[src/rtl/hzd_pkg.sv]
package hzd_pkg;

    localparam int unsigned CW = 5;

    typedef logic [CW-1:0] coord_t;

    typedef struct packed {
        coord_t x;
        coord_t y;
        coord_t z;
    } cell_t;

    // one axis is near when the wrapped difference is -1, 0 or +1
    function automatic logic axis_near(input coord_t a, input coord_t b);
        coord_t d;
        d = a - b;
        return (d == CW'(0)) || (d == CW'(1)) || (d == {CW{1'b1}});
    endfunction

endpackage

[src/rtl/hzd_near_cmp.sv]
module hzd_near_cmp
    import hzd_pkg::*;
(
    input  cell_t a_i,
    input  cell_t b_i,
    output logic  hit_o
);
    always_comb begin
        hit_o = axis_near(a_i.x, b_i.x)
              & axis_near(a_i.y, b_i.y)
              & axis_near(a_i.z, b_i.z);
    end
endmodule

[src/rtl/hzd_track_pipe.sv]
module hzd_track_pipe
    import hzd_pkg::*;
#(
    parameter int unsigned DEPTH = 23
) (
    input  logic               clk_i,
    input  logic               rst_i,
    input  logic               clr_i,
    input  logic               adv_i,
    input  logic               load_i,
    input  cell_t              load_cell_i,
    output logic [DEPTH-1:0]   vld_o,
    output cell_t [DEPTH-1:0]  cell_o
);
    always_ff @(posedge clk_i) begin
        if (rst_i || clr_i) begin
            vld_o <= '0;
        end else if (adv_i) begin
            vld_o <= {vld_o[DEPTH-2:0], load_i};
        end
    end

    always_ff @(posedge clk_i) begin
        if (rst_i) begin
            cell_o <= '0;
        end else if (adv_i) begin
            cell_o[0] <= load_cell_i;
            for (int s = 1; s < int'(DEPTH); s++) begin
                cell_o[s] <= cell_o[s-1];
            end
        end
    end
endmodule

[src/rtl/hzd_stall_counter.sv]
module hzd_stall_counter #(
    parameter int unsigned CNT_W = 16
) (
    input  logic             clk_i,
    input  logic             rst_i,
    input  logic             inc_i,
    output logic [CNT_W-1:0] cnt_o
);
    always_ff @(posedge clk_i) begin
        if (rst_i) begin
            cnt_o <= '0;
        end else if (inc_i) begin
            cnt_o <= cnt_o + 1'b1;
        end
    end
endmodule

[src/rtl/hzd_scoreboard.sv]
module hzd_scoreboard
    import hzd_pkg::*;
#(
    parameter int unsigned DEPTH = 23,
    parameter int unsigned CNT_W = 16
) (
    input  logic             clk_i,
    input  logic             rst_i,
    input  logic             restart_i,
    input  logic             adv_i,
    input  logic             req_valid_i,
    input  logic [CW-1:0]    req_x_i,
    input  logic [CW-1:0]    req_y_i,
    input  logic [CW-1:0]    req_z_i,
    output logic             stall_o,
    output logic             accept_o,
    output logic             commit_o,
    output logic [CNT_W-1:0] stall_cnt_o
);
    localparam logic [DEPTH-1:0] LAST_MASK = {1'b1, {(DEPTH-1){1'b0}}};

    cell_t              req_cell;
    logic [DEPTH-1:0]   vld;
    cell_t [DEPTH-1:0]  cells;
    logic [DEPTH-1:0]   hit;
    logic [DEPTH-1:0]   live;
    logic               conflict;

    assign req_cell = '{x: req_x_i, y: req_y_i, z: req_z_i};

    generate
        for (genvar s = 0; s < int'(DEPTH); s++) begin : g_cmp
            hzd_near_cmp u_cmp (
                .a_i   (cells[s]),
                .b_i   (req_cell),
                .hit_o (hit[s])
            );
        end
    endgenerate

    // the entry leaving on this advance no longer guards the neighborhood
    always_comb begin
        live     = vld & ~(adv_i ? LAST_MASK : '0);
        conflict = |(hit & live);
        stall_o  = req_valid_i & ~restart_i & conflict;
        accept_o = req_valid_i & adv_i & ~restart_i & ~conflict;
        commit_o = vld[DEPTH-1] & adv_i & ~restart_i;
    end

    hzd_track_pipe #(.DEPTH(DEPTH)) u_pipe (
        .clk_i       (clk_i),
        .rst_i       (rst_i),
        .clr_i       (restart_i),
        .adv_i       (adv_i),
        .load_i      (accept_o),
        .load_cell_i (req_cell),
        .vld_o       (vld),
        .cell_o      (cells)
    );

    hzd_stall_counter #(.CNT_W(CNT_W)) u_cnt (
        .clk_i (clk_i),
        .rst_i (rst_i),
        .inc_i (stall_o),
        .cnt_o (stall_cnt_o)
    );
endmodule

[config.mk]
export PLATFORM = sky130hd
export DESIGN_NAME = hzd_scoreboard
export DESIGN_NICKNAME = d
export VERILOG_FILES = /design/src/rtl/hzd_pkg.sv /design/src/rtl/hzd_near_cmp.sv /design/src/rtl/hzd_track_pipe.sv /design/src/rtl/hzd_stall_counter.sv /design/src/rtl/hzd_scoreboard.sv
export SDC_FILE = /design/constraint.sdc
export NUM_CORES = 1
export LEC_CHECK = 0
export BUFFER_PORTS_ARGS = -buffer_cell sky130_fd_sc_hd__buf_2
export CORE_MARGIN = 10
export CORE_UTILIZATION = 55
export CTS_CLUSTER_SIZE = 12
export DETAILED_ROUTE_END_ITERATION = 10
export PLACE_DENSITY = 0.7
export SETUP_SLACK_MARGIN = 0.05
export SYNTH_ARGS = -nofsm -noshare
export SYNTH_HDL_FRONTEND = slang
export SYNTH_HIERARCHICAL = 1
export SYNTH_SLANG_ARGS = --single-unit
[constraint.sdc]
create_clock -name clk_i -period 7.6 [get_ports clk_i]
set_clock_uncertainty 0.2 [all_clocks]
set_input_delay 0.38 -clock clk_i [delete_from_list [all_inputs] [get_ports clk_i]]
set_output_delay 0.38 -clock clk_i [all_outputs]
set_load 0.01 [all_outputs]
==> results.py <==
metrics = {
    "setup_path": {
        "crit_chain": "buf_2 > ha_1 > inv_1 > fa_1 > and3_1 > or3_1 > and3_1 > mux2i_1 > a221oi_2 > a22oi_1 > nand4_1 > nor4_1 > buf_2",
        "slowest_delay_ps": 630,
        "startpoint": "req_y_i[0]",
        "reg2reg_from": "u_pipe/cell_o[285]",
        "reg2reg_slack_ps": 2880,
        "crit_family": "simple AND/OR/NAND/NOR gates",
        "crit_path_max_fanout": 24,
        "ff2ff_path_depth": 15,
        "cp.required_ps": 7020,
        "critPathKind": "primary input to output port",
        "worstSetupStartpointType": "primary input",
        "cp.depth": 13,
        "cp-end-kind": "output port",
        "cpMaxStageDelayCell": "nor4_1",
        "crit_end": "accept_o",
        "regToRegEndpoint": "u_cnt/cnt_o[13]",
        "critical_path_buf_inv_count": 3,
        "arrival_ps": 4330,
    },
    "sta": {
        "setup_slack_ps": 2690,
        "drv_slew": 0,
        "relSlewSlack_pct": 29.85,
        "worstMarginPinSlew_ps": 1052,
        "hold_viol": 0,
        "setup_viol": 0,
        "tns_ps": 0,
        "rsz0062_at_grt": "false",
        "fmax_mhz": 203.6,
        "period_share_pct": 64.61,
        "min_period_ps": 4910,
    },
    "pwr": {
        "power_density_mw_per_mm2": 169.7,
        "finalPower_mw": 4.814,
        "irDropWorstVdd_uv": 213.3,
        "leakage_nw": 13.26,
    },
    "die": {
        "ios": 39,
        "coreArea_mm2": 0.04775,
        "rows": 80,
        "die_h_um": 239.8,
        "die_area_mm2": 0.05749,
        "dieWidth_um": 239.8,
        "start_util_pct": 55.64,
    },
    "global_routing": {
        "grt_pass1_vias": 20200,
        "antenna_found_initial": 0,
        "grt_pass1_wl_um": 103800,
        "grt_usage_pct": 22.08,
        "grt_max_degree": 192,
        "grt_overflow": 0,
    },
    "cts": {
        "cts_tree": "done",
        "post-cts-setup-buffers": 0,
        "clkLatencyLatePin_ps": 580,
        "clock-sinks": 384,
        "h-tree-depth": 2,
        "cts_root_buffer": "clkbuf_16",
        "ctsResizeCount": 0,
        "cts_buffers": 44,
        "cts_hold_buf": 0,
        "clkTransAtPathRegs_ps": 60,
        "cts_max_path_buffers": 3,
    },
    "synth": {
        "ys_top_cells_by_count": "476 x nor2_1, 384 x dfxtp_1, 376 x mux2i_1",
        "synth_cells": 2968,
        "yosys.area.top_type_share_pct": 28.94,
        "synth.most_common_cell": "nor2_1",
        "synth_edf_count": 0,
        "async_flop_share_pct": 0,
        "syn_area_mm2": 0.02656,
        "yosysSeqAreaShare_pct": 28.94,
        "ys_ff_latch": 384,
        "synth_fp_nets": 3334,
        "synth.avg_cell_area_um2": 8.950,
        "yosysWarnings": 6,
        "ys.flop_type": "dfxtp_1",
        "synth_area_leaders": "dfxtp_1 29%, mux2i_1 14%, ha_1 13%",
        "synth_cell_types": 48,
        "yosysTopAreaCell": "dfxtp_1",
    },
    "drt": {
        "via_count": 20110,
        "vias_per_cell": 5.551,
        "drtIter0Drc": 1310,
        "drc": 0,
        "wl_um": 63230,
        "post_drt_wl_per_cell_um": 17.46,
        "dr.pass1.iters": 6,
        "ant_nets": 0,
    },
    "place": {
        "dp_hpwl_um": 45460,
        "globalplace.congestion": 0.9099,
        "place_ws_ps": 2170,
        "placed_area_mm2": 0.02695,
        "dp.cells": 3544,
        "portBuffers": 38,
    },
    "finish": {
        "final_cell_count_no_fill": 3622,
        "nNetsFinal": 3341,
        "area_growth_pct": 6.768,
        "drive_gt1_share_pct": 4.922,
        "antenna_cells": 0,
        "nFillCells": 4140,
        "fin_area_mm2": 0.02836,
    },
    "min_path": {
        "hold_path.class": "primary input to register",
        "hold-path-cell-count": 2,
    },
    "status": {
        "status": "complete, no violations",
    },
    "job": {
        "maxCapViolCount": 0,
    },
}
==> logic make-up (layout without fill, tap and decap cells) <==
| kind of cell | after synthesis | after routing | share of synthesized area (%) |
|---|---|---|---|
| AND/OR/NAND/NOR | 870 | 870 | 15.05 |
| buffers and inverters | 433 | 472 | 7.475 |
| flip-flops | 384 | 384 | 28.94 |
| multiplexers | 378 | 378 | 14.25 |
| adder cells (fa/ha/maj) | 346 | 346 | 18.25 |
| XOR/XNOR | 279 | 279 | 9.255 |
| AO/OA/AOI/OAI | 278 | 278 | 6.778 |
==> stage by stage <==
step           hold slack, ps  util (%)
3_5_place_dp            289.1     56.44
5_1_grt                 31.12     59.40
6_report                6.010     59.40
4_1_cts                 1.443     59.40
3_3_place_gp            276.8     56.44
2_1_floorplan           260.4         -
==> where the power goes <==
part	leakage, nW	internal [mW]	switching, mW
Clock	0.690	1.24	0.871
Combinational	9.48	0.267	0.408
Sequential	3.10	2.02	0.00998
Total	13.3	3.53	1.29
==> flip-flops by register name (all words and copies together) (netlist names) <==
name,cells
u_pipe/vld_o,23
u_cnt/cnt_o,16
u_pipe/cell_o,345
==> routing by layer <==
metal	part of all wire [%]	vias to the layer above	track usage (%)
li1	-	9915	-
met1	45	9696	28.17
met2	48	408	37.97
met3	4.7	87	2.793
met4	2.4	0	6.907
met5	0	-	0
==> cells in the final DEF (no fill, tap or decap), types with 66 or more instances in the layout <==
cell and instances:
dfxtp_1 384, mux2i_1 376, inv_1 348, fa_1 69
nand2_1 99, ha_1 277, nand3_1 66, nor2_1 476
a21oi_1 102, xor2_1 150, xnor2_1 127
==> final cells by class <==
type | instances | area (um^2) | area share (%)
clock buffers | 68 | 1291 | 4.553
clock inverters | 10 | 121.4 | 0.4279
inverters | 348 | 1306 | 4.606
multi-input cells | 2151 | 16890 | 59.56
flip-flops and latches | 384 | 7687 | 27.10
well taps | 615 | 769.5 | 2.713
repair buffers | 46 | 295.3 | 1.041
==> how the worst min path moves through the flow <==
stage                       startpoint                  to  slack (ps)
floorplan           u_pipe/cell_o[330]  u_pipe/cell_o[330]         260
global placement    u_pipe/cell_o[330]  u_pipe/cell_o[330]         280
detailed placement  u_pipe/cell_o[335]  u_pipe/cell_o[335]         290
CTS                              rst_i  u_pipe/cell_o[114]           1
global route                     rst_i  u_pipe/cell_o[173]          30
finish                           rst_i  u_pipe/cell_o[144]           6
Power figures use the tool's default switching activity.
